### config.mk
export PLATFORM = sky130hd
export DESIGN_NAME = runahead_ctrl
export DESIGN_NICKNAME = d
export VERILOG_FILES = /design/src/rtl/ra_pkg.sv /design/src/rtl/ckpt_bank.sv /design/src/rtl/pf_queue.sv /design/src/rtl/runahead_ctrl.sv
export SDC_FILE = /design/constraint.sdc
export NUM_CORES = 1
export LEC_CHECK = 0
export BUFFER_PORTS_ARGS = -buffer_cell sky130_fd_sc_hd__buf_4
export CORE_MARGIN = 2
export CORE_UTILIZATION = 55
export CTS_CLUSTER_SIZE = 24
export DETAILED_ROUTE_END_ITERATION = 8
export GPL_TIMING_DRIVEN = 0
export PLACE_DENSITY = 0.93
export SETUP_SLACK_MARGIN = 0.3
export SLEW_MARGIN = 20
export SYNTH_ARGS = -nofsm -noshare
export SYNTH_HDL_FRONTEND = slang
export SYNTH_SLANG_ARGS = --single-unit
### constraint.sdc
create_clock -name clk -period 8 [get_ports clk]
set_input_delay 0.8 -clock clk [delete_from_list [all_inputs] [get_ports clk]]
set_output_delay 0.8 -clock clk [all_outputs]
set_load 0.02 [all_outputs]
### src/rtl/ra_pkg.sv
package ra_pkg;
    typedef enum logic [1:0] {
        MODE_NORMAL  = 2'd0,
        MODE_SAVE    = 2'd1,
        MODE_RUN     = 2'd2,
        MODE_RECOVER = 2'd3
    } ra_mode_e;
endpackage

### src/rtl/ckpt_bank.sv
module ckpt_bank #(
    parameter int NREG = 4,
    parameter int DW   = 16
) (
    input  logic               clk,
    input  logic               rst,
    input  logic               save,
    input  logic [NREG*DW-1:0] state_in,
    output logic [NREG*DW-1:0] state_out
);
    for (genvar g = 0; g < NREG; g++) begin : g_reg
        logic [DW-1:0] reg_d, reg_q;
        always_comb begin
            reg_d = reg_q;
            if (save) reg_d = state_in[g*DW +: DW];
        end
        always_ff @(posedge clk) begin
            if (rst) reg_q <= '0;
            else     reg_q <= reg_d;
        end
        assign state_out[g*DW +: DW] = reg_q;
    end

    // the saved value persists while no save strobe is present
    a_r3_hold: assert property (@(posedge clk) disable iff (rst)
        !save |=> $stable(state_out));
endmodule

### src/rtl/pf_queue.sv
module pf_queue #(
    parameter int AW    = 16,
    parameter int DEPTH = 4
) (
    input  logic          clk,
    input  logic          rst,
    input  logic          clr,
    input  logic          push_valid,
    input  logic [AW-1:0] push_addr,
    input  logic          pop,
    output logic          valid,
    output logic [AW-1:0] head
);
    localparam int CW = $clog2(DEPTH + 1);

    typedef struct packed {
        logic [DEPTH-1:0][AW-1:0] ent;
        logic [CW-1:0]            cnt;
    } q_t;

    q_t q_d, q_q;
    logic dup, full, do_pop, do_push;
    logic [CW-1:0] slot;

    always_comb begin
        q_d  = q_q;
        dup  = 1'b0;
        for (int i = 0; i < DEPTH; i++)
            if (CW'(i) < q_q.cnt && q_q.ent[i] == push_addr) dup = 1'b1;
        full    = (q_q.cnt == CW'(DEPTH));
        do_pop  = pop && (q_q.cnt != '0);
        do_push = push_valid && !full && !dup;
        slot    = q_q.cnt - CW'(do_pop);
        if (clr) begin
            q_d.cnt = '0;
        end else begin
            if (do_pop) begin
                for (int i = 0; i < DEPTH - 1; i++) q_d.ent[i] = q_q.ent[i+1];
            end
            if (do_push) begin
                for (int i = 0; i < DEPTH; i++)
                    if (CW'(i) == slot) q_d.ent[i] = push_addr;
            end
            q_d.cnt = q_q.cnt + CW'(do_push) - CW'(do_pop);
        end
    end

    always_ff @(posedge clk) begin
        if (rst) q_q <= '0;
        else     q_q <= q_d;
    end

    assign valid = (q_q.cnt != '0);
    assign head  = q_q.ent[0];

    // a full queue without a pop stays full and never grows
    a_r8_full_drop: assert property (@(posedge clk) disable iff (rst)
        (full && !pop && !clr) |=> (q_q.cnt == CW'(DEPTH)));
    // clearing leaves nothing to present
    a_r10_clear: assert property (@(posedge clk) disable iff (rst)
        clr |=> !valid);
endmodule

### src/rtl/runahead_ctrl.sv
module runahead_ctrl #(
    parameter int AW    = 16,
    parameter int NREG  = 4,
    parameter int DW    = 16,
    parameter int DEPTH = 4
) (
    input  logic               clk,
    input  logic               rst,
    input  logic               miss_valid,
    input  logic [AW-1:0]      miss_addr,
    input  logic               resp_valid,
    input  logic [AW-1:0]      resp_addr,
    input  logic               ld_valid,
    input  logic [AW-1:0]      ld_addr,
    input  logic               pf_ready,
    input  logic [NREG*DW-1:0] arch_state,
    output logic               ckpt_save,
    output logic               ckpt_restore,
    output logic               flush,
    output logic               ra_mode,
    output logic               pseudo_retire,
    output logic               pf_valid,
    output logic [AW-1:0]      pf_addr,
    output logic [NREG*DW-1:0] ckpt_state
);
    import ra_pkg::*;

    typedef struct packed {
        ra_mode_e      mode;
        logic [AW-1:0] trig;
    } ctl_t;

    ctl_t ctl_d, ctl_q;
    logic exit_hit;

    always_comb begin
        ctl_d    = ctl_q;
        exit_hit = (ctl_q.mode == MODE_RUN) && resp_valid && (resp_addr == ctl_q.trig);
        case (ctl_q.mode)
            MODE_NORMAL: if (miss_valid) begin
                ctl_d.mode = MODE_SAVE;
                ctl_d.trig = miss_addr;
            end
            MODE_SAVE:    ctl_d.mode = MODE_RUN;
            MODE_RUN:     if (exit_hit) ctl_d.mode = MODE_RECOVER;
            MODE_RECOVER: ctl_d.mode = MODE_NORMAL;
            default:      ctl_d.mode = MODE_NORMAL;
        endcase
    end

    always_ff @(posedge clk) begin
        if (rst) ctl_q <= '{mode: MODE_NORMAL, trig: '0};
        else     ctl_q <= ctl_d;
    end

    assign ckpt_save     = (ctl_q.mode == MODE_SAVE);
    assign ckpt_restore  = (ctl_q.mode == MODE_RECOVER);
    assign flush         = (ctl_q.mode == MODE_RECOVER);
    assign ra_mode       = (ctl_q.mode == MODE_RUN);
    assign pseudo_retire = (ctl_q.mode == MODE_RUN);

    ckpt_bank #(.NREG(NREG), .DW(DW)) u_bank (
        .clk       (clk),
        .rst       (rst),
        .save      (ckpt_save),
        .state_in  (arch_state),
        .state_out (ckpt_state)
    );

    pf_queue #(.AW(AW), .DEPTH(DEPTH)) u_queue (
        .clk        (clk),
        .rst        (rst),
        .clr        (exit_hit),
        .push_valid (ld_valid && ra_mode),
        .push_addr  (ld_addr),
        .pop        (pf_ready),
        .valid      (pf_valid),
        .head       (pf_addr)
    );

    // the save strobe lasts one cycle and leads into runahead
    a_r2_save_then_run: assert property (@(posedge clk) disable iff (rst)
        ckpt_save |=> (ra_mode && !ckpt_save));
    a_r2_run_entry: assert property (@(posedge clk) disable iff (rst)
        $rose(ra_mode) |-> $past(ckpt_save));
    // exit only on a response matching the latched miss
    a_r4_exit_on_match: assert property (@(posedge clk) disable iff (rst)
        ckpt_restore |-> $past(resp_valid && resp_addr == ctl_q.trig && ra_mode));
    // restore lasts one cycle and returns to normal
    a_r5_restore_once: assert property (@(posedge clk) disable iff (rst)
        ckpt_restore |=> (!ckpt_restore && !ra_mode && !ckpt_save));
    // no nested checkpoint
    a_r6_no_nest: assert property (@(posedge clk) disable iff (rst)
        (ra_mode && miss_valid) |=> !ckpt_save);
    a_r2_exclusive: assert property (@(posedge clk) disable iff (rst)
        $onehot0({ckpt_save, ckpt_restore, ra_mode}));
endmodule

==> results of run 1 <==
[synth_stat cells, types with 2 or more instances]
| cell type | count |
|---|---|
| a211oi_1 | 3 |
| a21oi_1 | 99 |
| a21oi_2 | 31 |
| and2_1 | 3 |
| buf_1 | 13 |
| buf_2 | 3 |
| buf_4 | 30 |
| buf_6 | 11 |
| clkbuf_1 | 21 |
| dfxtp_1 | 149 |
| ha_1 | 11 |
| inv_1 | 84 |
| mux2i_1 | 113 |
| nand2_1 | 39 |
| nand3_1 | 4 |
| nand4_1 | 10 |
| nor2_1 | 84 |
| nor3_1 | 5 |
| nor4_1 | 11 |
| nor4_4 | 3 |
| o21ai_0 | 9 |
| o21ai_4 | 3 |
| o31ai_2 | 7 |
| o41ai_1 | 9 |
| or3_1 | 3 |
| or4b_1 | 7 |
| xnor2_1 | 18 |
| xor2_1 | 62 |
| xor2_2 | 2 |
[worst max-delay path, stage by stage, from the launching register on]
cell	delay (ps)
dfxtp_1	360
inv_1	130
nand2_1	100
nand2_1	150
inv_1	280
ha_1	250
inv_1	90
ha_1	320
or3_1	410
nor4_4	580
buf_6	270
mux2i_1	310
a21oi_2	50
[logic make-up (layout without fill, tap and decap cells)]
group | count (synthesis) | in the layout | share of synthesized area
xor+xnor | 82 | 82 | 0.0931
mux | 113 | 113 | 0.144
buf+inv | 166 | 383 | 0.110
compound gates | 165 | 165 | 0.139
fa+ha+maj | 12 | 12 | 0.0200
simple gates | 179 | 179 | 0.115
flops | 149 | 149 | 0.379
[final cells by class]
class	instances	area (µm²)	share of cell area
Multi-Input combinational cell	551	4040	0.400
Sequential cell	149	2980	0.295
Timing Repair Buffer	186	1400	0.138
Buffer	82	548	0.0543
Clock buffer	18	439	0.0435
Inverter	84	315	0.0312
Tap cell	180	225	0.0223
Clock inverter	13	158	0.0156
[routing by layer]
| metal | wire [µm] | global-route usage | share of wire |
|---|---|---|---|
| met5 | 0 | 0 | 0 |
| met4 | 984 | 0.164 | 0.045 |
| met3 | 1450 | 0.0737 | 0.066 |
| met2 | 11100 | 0.520 | 0.50 |
| met1 | 8430 | 0.325 | 0.38 |
[layout by cell type (no fill, tap or decap), types with 4 or more instances in the layout]
master     instances
o41ai_1            9
o21ai_0            9
clkbuf_16         17
nand4_1           10
nand3_1            4
xnor2_1           18
clkbuf_1          21
inv_1             84
ha_1              11
mux2i_1          113
xor2_1            62
dfxtp_1          149
o31ai_2            7
nor4_1            11
buf_6             11
nor3_1             4
inv_6              7
or4b_1             7
a21oi_1           99
a21oi_2           31
nor2_1            84
nand2_1           39
buf_4            216
buf_1             13
[per-stage QoR]
stage          setup slack, ps  hold WS [ps]  instance area (µm²)
2_1_floorplan             4830           448                 7880
4_1_cts                   4620           471                10100
5_1_grt                   4350           492                10100
6_report                  4580           470                10100
3_5_place_dp              4330           461                 9500
3_3_place_gp              4410           456                 9500
[how the worst min path moves through the flow]
stage               cells after the start                    from  slack (ps)                      to
CTS                                     2   ctl_q[5]$_SDFFE_PP0P_         470   ctl_q[5]$_SDFFE_PP0P_
detailed placement                      2   ctl_q[9]$_SDFFE_PP0P_         460   ctl_q[9]$_SDFFE_PP0P_
global placement                        2   ctl_q[4]$_SDFFE_PP0P_         460   ctl_q[4]$_SDFFE_PP0P_
floorplan                               2  ctl_q[12]$_SDFFE_PP0P_         450  ctl_q[12]$_SDFFE_PP0P_
global route                            2   ctl_q[5]$_SDFFE_PP0P_         490   ctl_q[5]$_SDFFE_PP0P_
finish                                  2   ctl_q[5]$_SDFFE_PP0P_         470   ctl_q[5]$_SDFFE_PP0P_
[sequential cells by signal, indices dropped and copies added, names as in the netlist]
register        flops
ctl_q              18
u_bank.g.reg_q     64
u_queue.head       16
u_queue.q_q        51
[power breakdown]
group | switching (mW) | leakage [nW] | internal, mW
registers | 0.130 | 1.22 | 0.929
logic | 0.800 | 2.73 | 0.608
clock network | 0.343 | 0.291 | 0.476
==> impl_metrics.csv, run 1 <==
group,metric,value,unit
status,status,"finished, final reports clean",
sta,fin_crit_sh,0.427,
placement,place_congestion,0.935,
detailed_routing,vias,6741,
worst_setup_path,reg2reg_slack,4580,ps
layout,area_growth,28.2,%
worst_setup_path,worstSetupPathType,"reg2reg",
sta,setup_viol_count_final,0,
power_and_ir_drop,p_per_area,325,nW/µm²
clock_network,cts-buffers-inserted,17,
worst_setup_path,worstReg2RegEnd,"u_queue.head[10]$_SDFFE_PP0N_",
sta,finalMaxSlewViolations,0,
clock_network,clkTransAtPathRegs,60,ps
worst_setup_path,r2r-start,"u_queue.q_q[2]$_SDFF_PP0_",
detailed_routing,drc_errors,0,
yosys,synth.yosys.warnings,0,
detailed_routing,drtAntennaViolNets,0,
power_and_ir_drop,vdd_drop_max,0.200,mV
yosys,yosysUniqueCellTypes,48,
layout,drive_gt1_frac,0.294,
floorplanning,num_rows,43,
sta,relSlewSlack,0.466,
yosys,yosysTopAreaCellShare,0.379,
yosys,ys.flop_type,"dfxtp_1",
sta,fmax,293,MHz
grt,grt-ovfl-total,0,
floorplanning,die_w,124,µm
yosys,synth_area_leader_cell,"dfxtp_1",
power_and_ir_drop,finalPower,3.29,mW
detailed_routing,drt_iter0_markers,359,
sta,finClkSkew,10.3,ps
placement,post-dp-hpwl,16700,µm
yosys,syn-num-nets,996,
sta,fin_crit,3420,ps
detailed_routing,firstDrtPassIters,5,
worst_setup_path,start_kind,"flip-flop",
grt,antenna_found_initial,0,
layout,finalNetCount,1201,
floorplanning,dieArea,15300,µm²
flow_run,maxCapViolations,0,
grt,grt_pass1_wl,34400,µm
sta,rsz0062_at_grt,"no",
yosys,synth.area.top_cells,"dfxtp_1 38%, mux2i_1 14%, xor2_1 6.9%",
yosys,syn_inst,866,
grt,grt_max_degree,17,
placement,numPortBuffers,186,
worst_setup_path,endpoint_kind,"flip-flop",
detailed_routing,avgRoutedWirePerCell,17.4,µm
detailed_routing,vias_per_cell,5.34,
clock_network,cts.repair.resized,0,
sta,tightest_slew,796,ps
grt,grt_pass1_vias,6983,
layout,antenna_cells,0,
clock_network,htree_levels,4,
clock_network,cts_tree,"built",
clock_network,insertion_delay,430,ps
layout,instances_no_fill,1263,
clock_network,cts_max_path_buffers,2,
yosys,ys_seq_elements,149,
worst_setup_path,arrival,3730,ps
yosys,ys_seq_area_frac,0.379,
yosys,synth_edf_count,0,
grt,grt_usage,0.295,
worst_setup_path,cp_max_fo,10,
worst_setup_path,reg2regPathDepth,12,
clock_network,cts_root_buf,"clkbuf_16",
sta,hold_viol,0,
clock_network,clock-sinks,149,
floorplanning,start_util,0.565,
placement,placed_cells,1232,
layout,fin_util,0.725,
yosys,async_reset_ff_frac,0,
floorplanning,core-area,13900,µm²
sta,fin_setup_tns,0,ps
clock_network,postCtsHoldBufs,0,
floorplanning,chipHeight,124,µm
worst_setup_path,endpoint,"u_queue.head[10]$_SDFFE_PP0N_",
layout,n_fill_cell,999,
floorplanning,io_pins,204,
detailed_routing,drt-total-wl,21900,µm
worst_setup_path,startpoint,"u_queue.q_q[2]$_SDFF_PP0_",
yosys,syn_avg_cell_area,9.10,µm²
power_and_ir_drop,power_leakage,4.24,nW
clock_network,post_cts_buffers,0,
worst_hold_path,hold_class,"reg2reg",
yosys,synth.cell_area,7880,µm²
worst_setup_path,required,8310,ps
Power figures use the tool's default switching activity.
==> run 2: changes to the inputs <==
--- a/config.mk
+++ b/config.mk
@@ -7,11 +7,11 @@
 export LEC_CHECK = 0
 export BUFFER_PORTS_ARGS = -buffer_cell sky130_fd_sc_hd__buf_4
 export CORE_MARGIN = 2
-export CORE_UTILIZATION = 55
+export CORE_UTILIZATION = 54
 export CTS_CLUSTER_SIZE = 24
 export DETAILED_ROUTE_END_ITERATION = 8
 export GPL_TIMING_DRIVEN = 0
-export PLACE_DENSITY = 0.93
+export PLACE_DENSITY = 0.91
 export SETUP_SLACK_MARGIN = 0.3
 export SLEW_MARGIN = 20
 export SYNTH_ARGS = -nofsm -noshare
==> constraint.sdc (replaced) <==
create_clock -name clk -period 3.2 [get_ports clk]
set_input_delay 0.32 -clock clk [delete_from_list [all_inputs] [get_ports clk]]
set_output_delay 0.32 -clock clk [all_outputs]
set_load 0.02 [all_outputs]
==> run 2 against run 1 <==
  * Die area is 1.8% higher
  * Highest routed layer unchanged
  * Critical endpoint is now u_queue.head[14]$_SDFFE_PP0N_
  * Sequential share of layout area down 0.70 points
  * Utilization down 0.42 points
  * Non-clock buffer count up 10
  * Sequential power grew to 2.5 times the previous value
  * Clock-buffer cell count up 1
  * Total power increased to 2.6 times the previous value
  * Combinational power increased to 2.7 times the previous value
  * Sequential cell count unchanged
  * Cell count up 1.2%
  * Register-to-register slack got worse by 4300 ps
==> impl_metrics.csv, run 2 (synthesized netlist as in run 1, its figures left out) <==
group,metric,value,unit
status,status,"finished, final reports clean",
layout,final_cell_mix,"225 x buf_4, 147 x dfxtp_1, 112 x mux2i_1",
sta,finClkSkew,10.4,ps
worst_hold_path,min-delay-start,"arch_state[60]",
clock_network,cts_tree,"built",
grt,grt_usage,0.283,
power_and_ir_drop,p_per_area,832,nW/µm²
worst_hold_path,hold_class,"in2reg",
detailed_routing,topRoutingLayerUsed,"met4",
layout,finalInstanceArea,10400,µm²
sta,relSlewSlack,0.485,
grt,grt_pass1_vias,7224,
worst_setup_path,start_kind,"flip-flop",
detailed_routing,drtAntennaViolNets,0,
floorplanning,chipHeight,125,µm
layout,finalNetCount,1211,
grt,grt-ovfl-total,0,
layout,largest_reg_flops,64,
sta,hold_slack,130,ps
flow_run,maxCapViolations,0,
sta,finalMaxSlewViolations,0,
detailed_routing,vias_per_cell,5.40,
floorplanning,die_w,125,µm
placement,post-dp-hpwl,16300,µm
floorplanning,core-area,14400,µm²
grt,grt_max_degree,17,
worst_setup_path,endpoint_kind,"flip-flop",
power_and_ir_drop,power_leakage,4.34,nW
worst_setup_path,arrival,3190,ps
layout,area_growth,31.5,%
worst_setup_path,worstReg2RegEnd,"u_queue.head[14]$_SDFFE_PP0N_",
clock_network,cts_max_path_buffers,2,
detailed_routing,drt_iter0_markers,449,
grt,grt_pass1_wl,35400,µm
layout,reg_top3,"u_bank.g.reg_q x64, u_queue.q_q x51, ctl_q x18",
grt,antenna_found_initial,0,
detailed_routing,avgRoutedWirePerCell,17.7,µm
worst_setup_path,reg2reg_slack,320,ps
detailed_routing,wl_met2,11300,µm
sta,fin_crit_sh,0.899,
detailed_routing,drt-total-wl,22600,µm
sta,hold_viol,0,
power_and_ir_drop,finalPower,8.61,mW
layout,antenna_cells,0,
clock_network,insertion_delay,430,ps
floorplanning,num_rows,44,
detailed_routing,drc_errors,0,
power_and_ir_drop,vdd_drop_max,0.467,mV
floorplanning,io_pins,204,
floorplanning,dieArea,15600,µm²
placement,place_congestion,0.937,
placement,dpl_cell_area,9520,µm²
worst_setup_path,r2r-start,"u_queue.q_q[2]$_SDFF_PP0_",
clock_network,cts-buffers-inserted,17,
detailed_routing,firstDrtPassIters,6,
worst_setup_path,required,3510,ps
detailed_routing,met1_length,8690,µm
layout,drive_gt1_frac,0.316,
clock_network,htree_levels,4,
sta,tightest_slew,769,ps
layout,top_register,"u_bank.g.reg_q",
clock_network,postCtsHoldBufs,0,
placement,numPortBuffers,186,
clock_network,cts_root_buf,"clkbuf_16",
floorplanning,start_util,0.548,
sta,fin_crit,2880,ps
worst_setup_path,cp_max_fo,10,
worst_setup_path,critPathMaxStageDelay,390,ps
worst_setup_path,crit_slowest_cell,"or3_4",
worst_setup_path,reg2regPathDepth,12,
worst_setup_path,worstPathCellList,"inv_2, nand2_4, nand2_4, inv_4, ha_1, inv_2, ha_2, or3_4, nor4_4, buf_6, mux2i_1, a21oi_2",
sta,setup_viol_count_final,0,
sta,fmax,348,MHz
worst_setup_path,worstSetupPathType,"reg2reg",
layout,final_common_cell,"buf_4",
sta,rsz0062_at_grt,"no",
detailed_routing,vias,6895,
detailed_routing,dr_wl_met3,1610,µm
clock_network,clkTransAtPathRegs,70,ps
worst_hold_path,min_delay_worst_endpoint,"u_bank.g_reg[3].reg_q[12]$_SDFFE_PP0P_",
clock_network,clock-sinks,149,
worst_hold_path,hold_depth,3,
-- run 2: power breakdown --
group          switching [mW]  total, mW  internal, mW
logic                    2.12       3.76          1.64
clock network           0.812       2.19          1.38
registers               0.333       2.66          2.33
total                    3.26       8.61          5.35
-- run 2: critical path: cells and delay by family (launching register included) --
kind / cells / cell delay, ps
and+or+nand+nor: 4 / 930
buffers and inverters: 4 / 540
adders and majority gates: 2 / 540
DFF: 1 / 340
muxes: 1 / 320
AOI/OAI and AO/OA: 1 / 70
-- run 2: how the worst max path moves through the flow --
stage                                          from                             to  slack (ps)  depth (start not counted)
final                     u_queue.q_q[2]$_SDFF_PP0_  u_queue.head[14]$_SDFFE_PP0N_         320                         12
after global routing      u_queue.q_q[1]$_SDFF_PP0_  u_queue.head[14]$_SDFFE_PP0N_         240                         12
after CTS                    ctl_q[16]$_SDFFE_PP0P_      u_queue.q_q[1]$_SDFF_PP0_         290                         12
after detailed placement  u_queue.q_q[2]$_SDFF_PP0_  u_queue.head[13]$_SDFFE_PP0N_         -20                         12
after global placement    u_queue.q_q[2]$_SDFF_PP0_  u_queue.head[13]$_SDFFE_PP0N_          10                         12
after floorplan           u_queue.q_q[2]$_SDFF_PP0_  u_queue.head[10]$_SDFFE_PP0N_         300                         12
-- run 2: area by class of cell --
type	instances	area [µm²]
multi-input combinational	551	4140
fill	1030	4020
sequential	149	2990
timing repair buffer	196	1490
buffer	82	558
clock buffer	19	433
inverter	84	318
tap	184	230
clock inverter	13	205
-- run 2: per-stage QoR --
| step | utilization | setup TNS [ps] | setup slack, ps | cells |
|---|---|---|---|---|
| global placement | 0.662 | 0 | 13.1 | 1236 |
| CTS | 0.713 | 0 | 294 | 1276 |
| floorplan | - | 0 | 302 | 866 |
| finish | 0.721 | 0 | 324 | 1278 |
| detailed placement | 0.662 | -45.2 | -20.8 | 1236 |
| global route | 0.721 | 0 | 243 | 1278 |
-- run 2: timing repair --
item	CTS	global route
cloned	0	1
endpoints found under the setup margin	29	45
setup buffers	8	1
gates resized for setup	6	19
pin swaps	5	9
-- run 2: layer usage --
layer | vias to the layer above | global-route usage
li1 | 3300 | -
met1 | 3209 | 0.308
met2 | 312 | 0.495
met3 | 74 | 0.0777
met4 | 0 | 0.156
met5 | - | 0
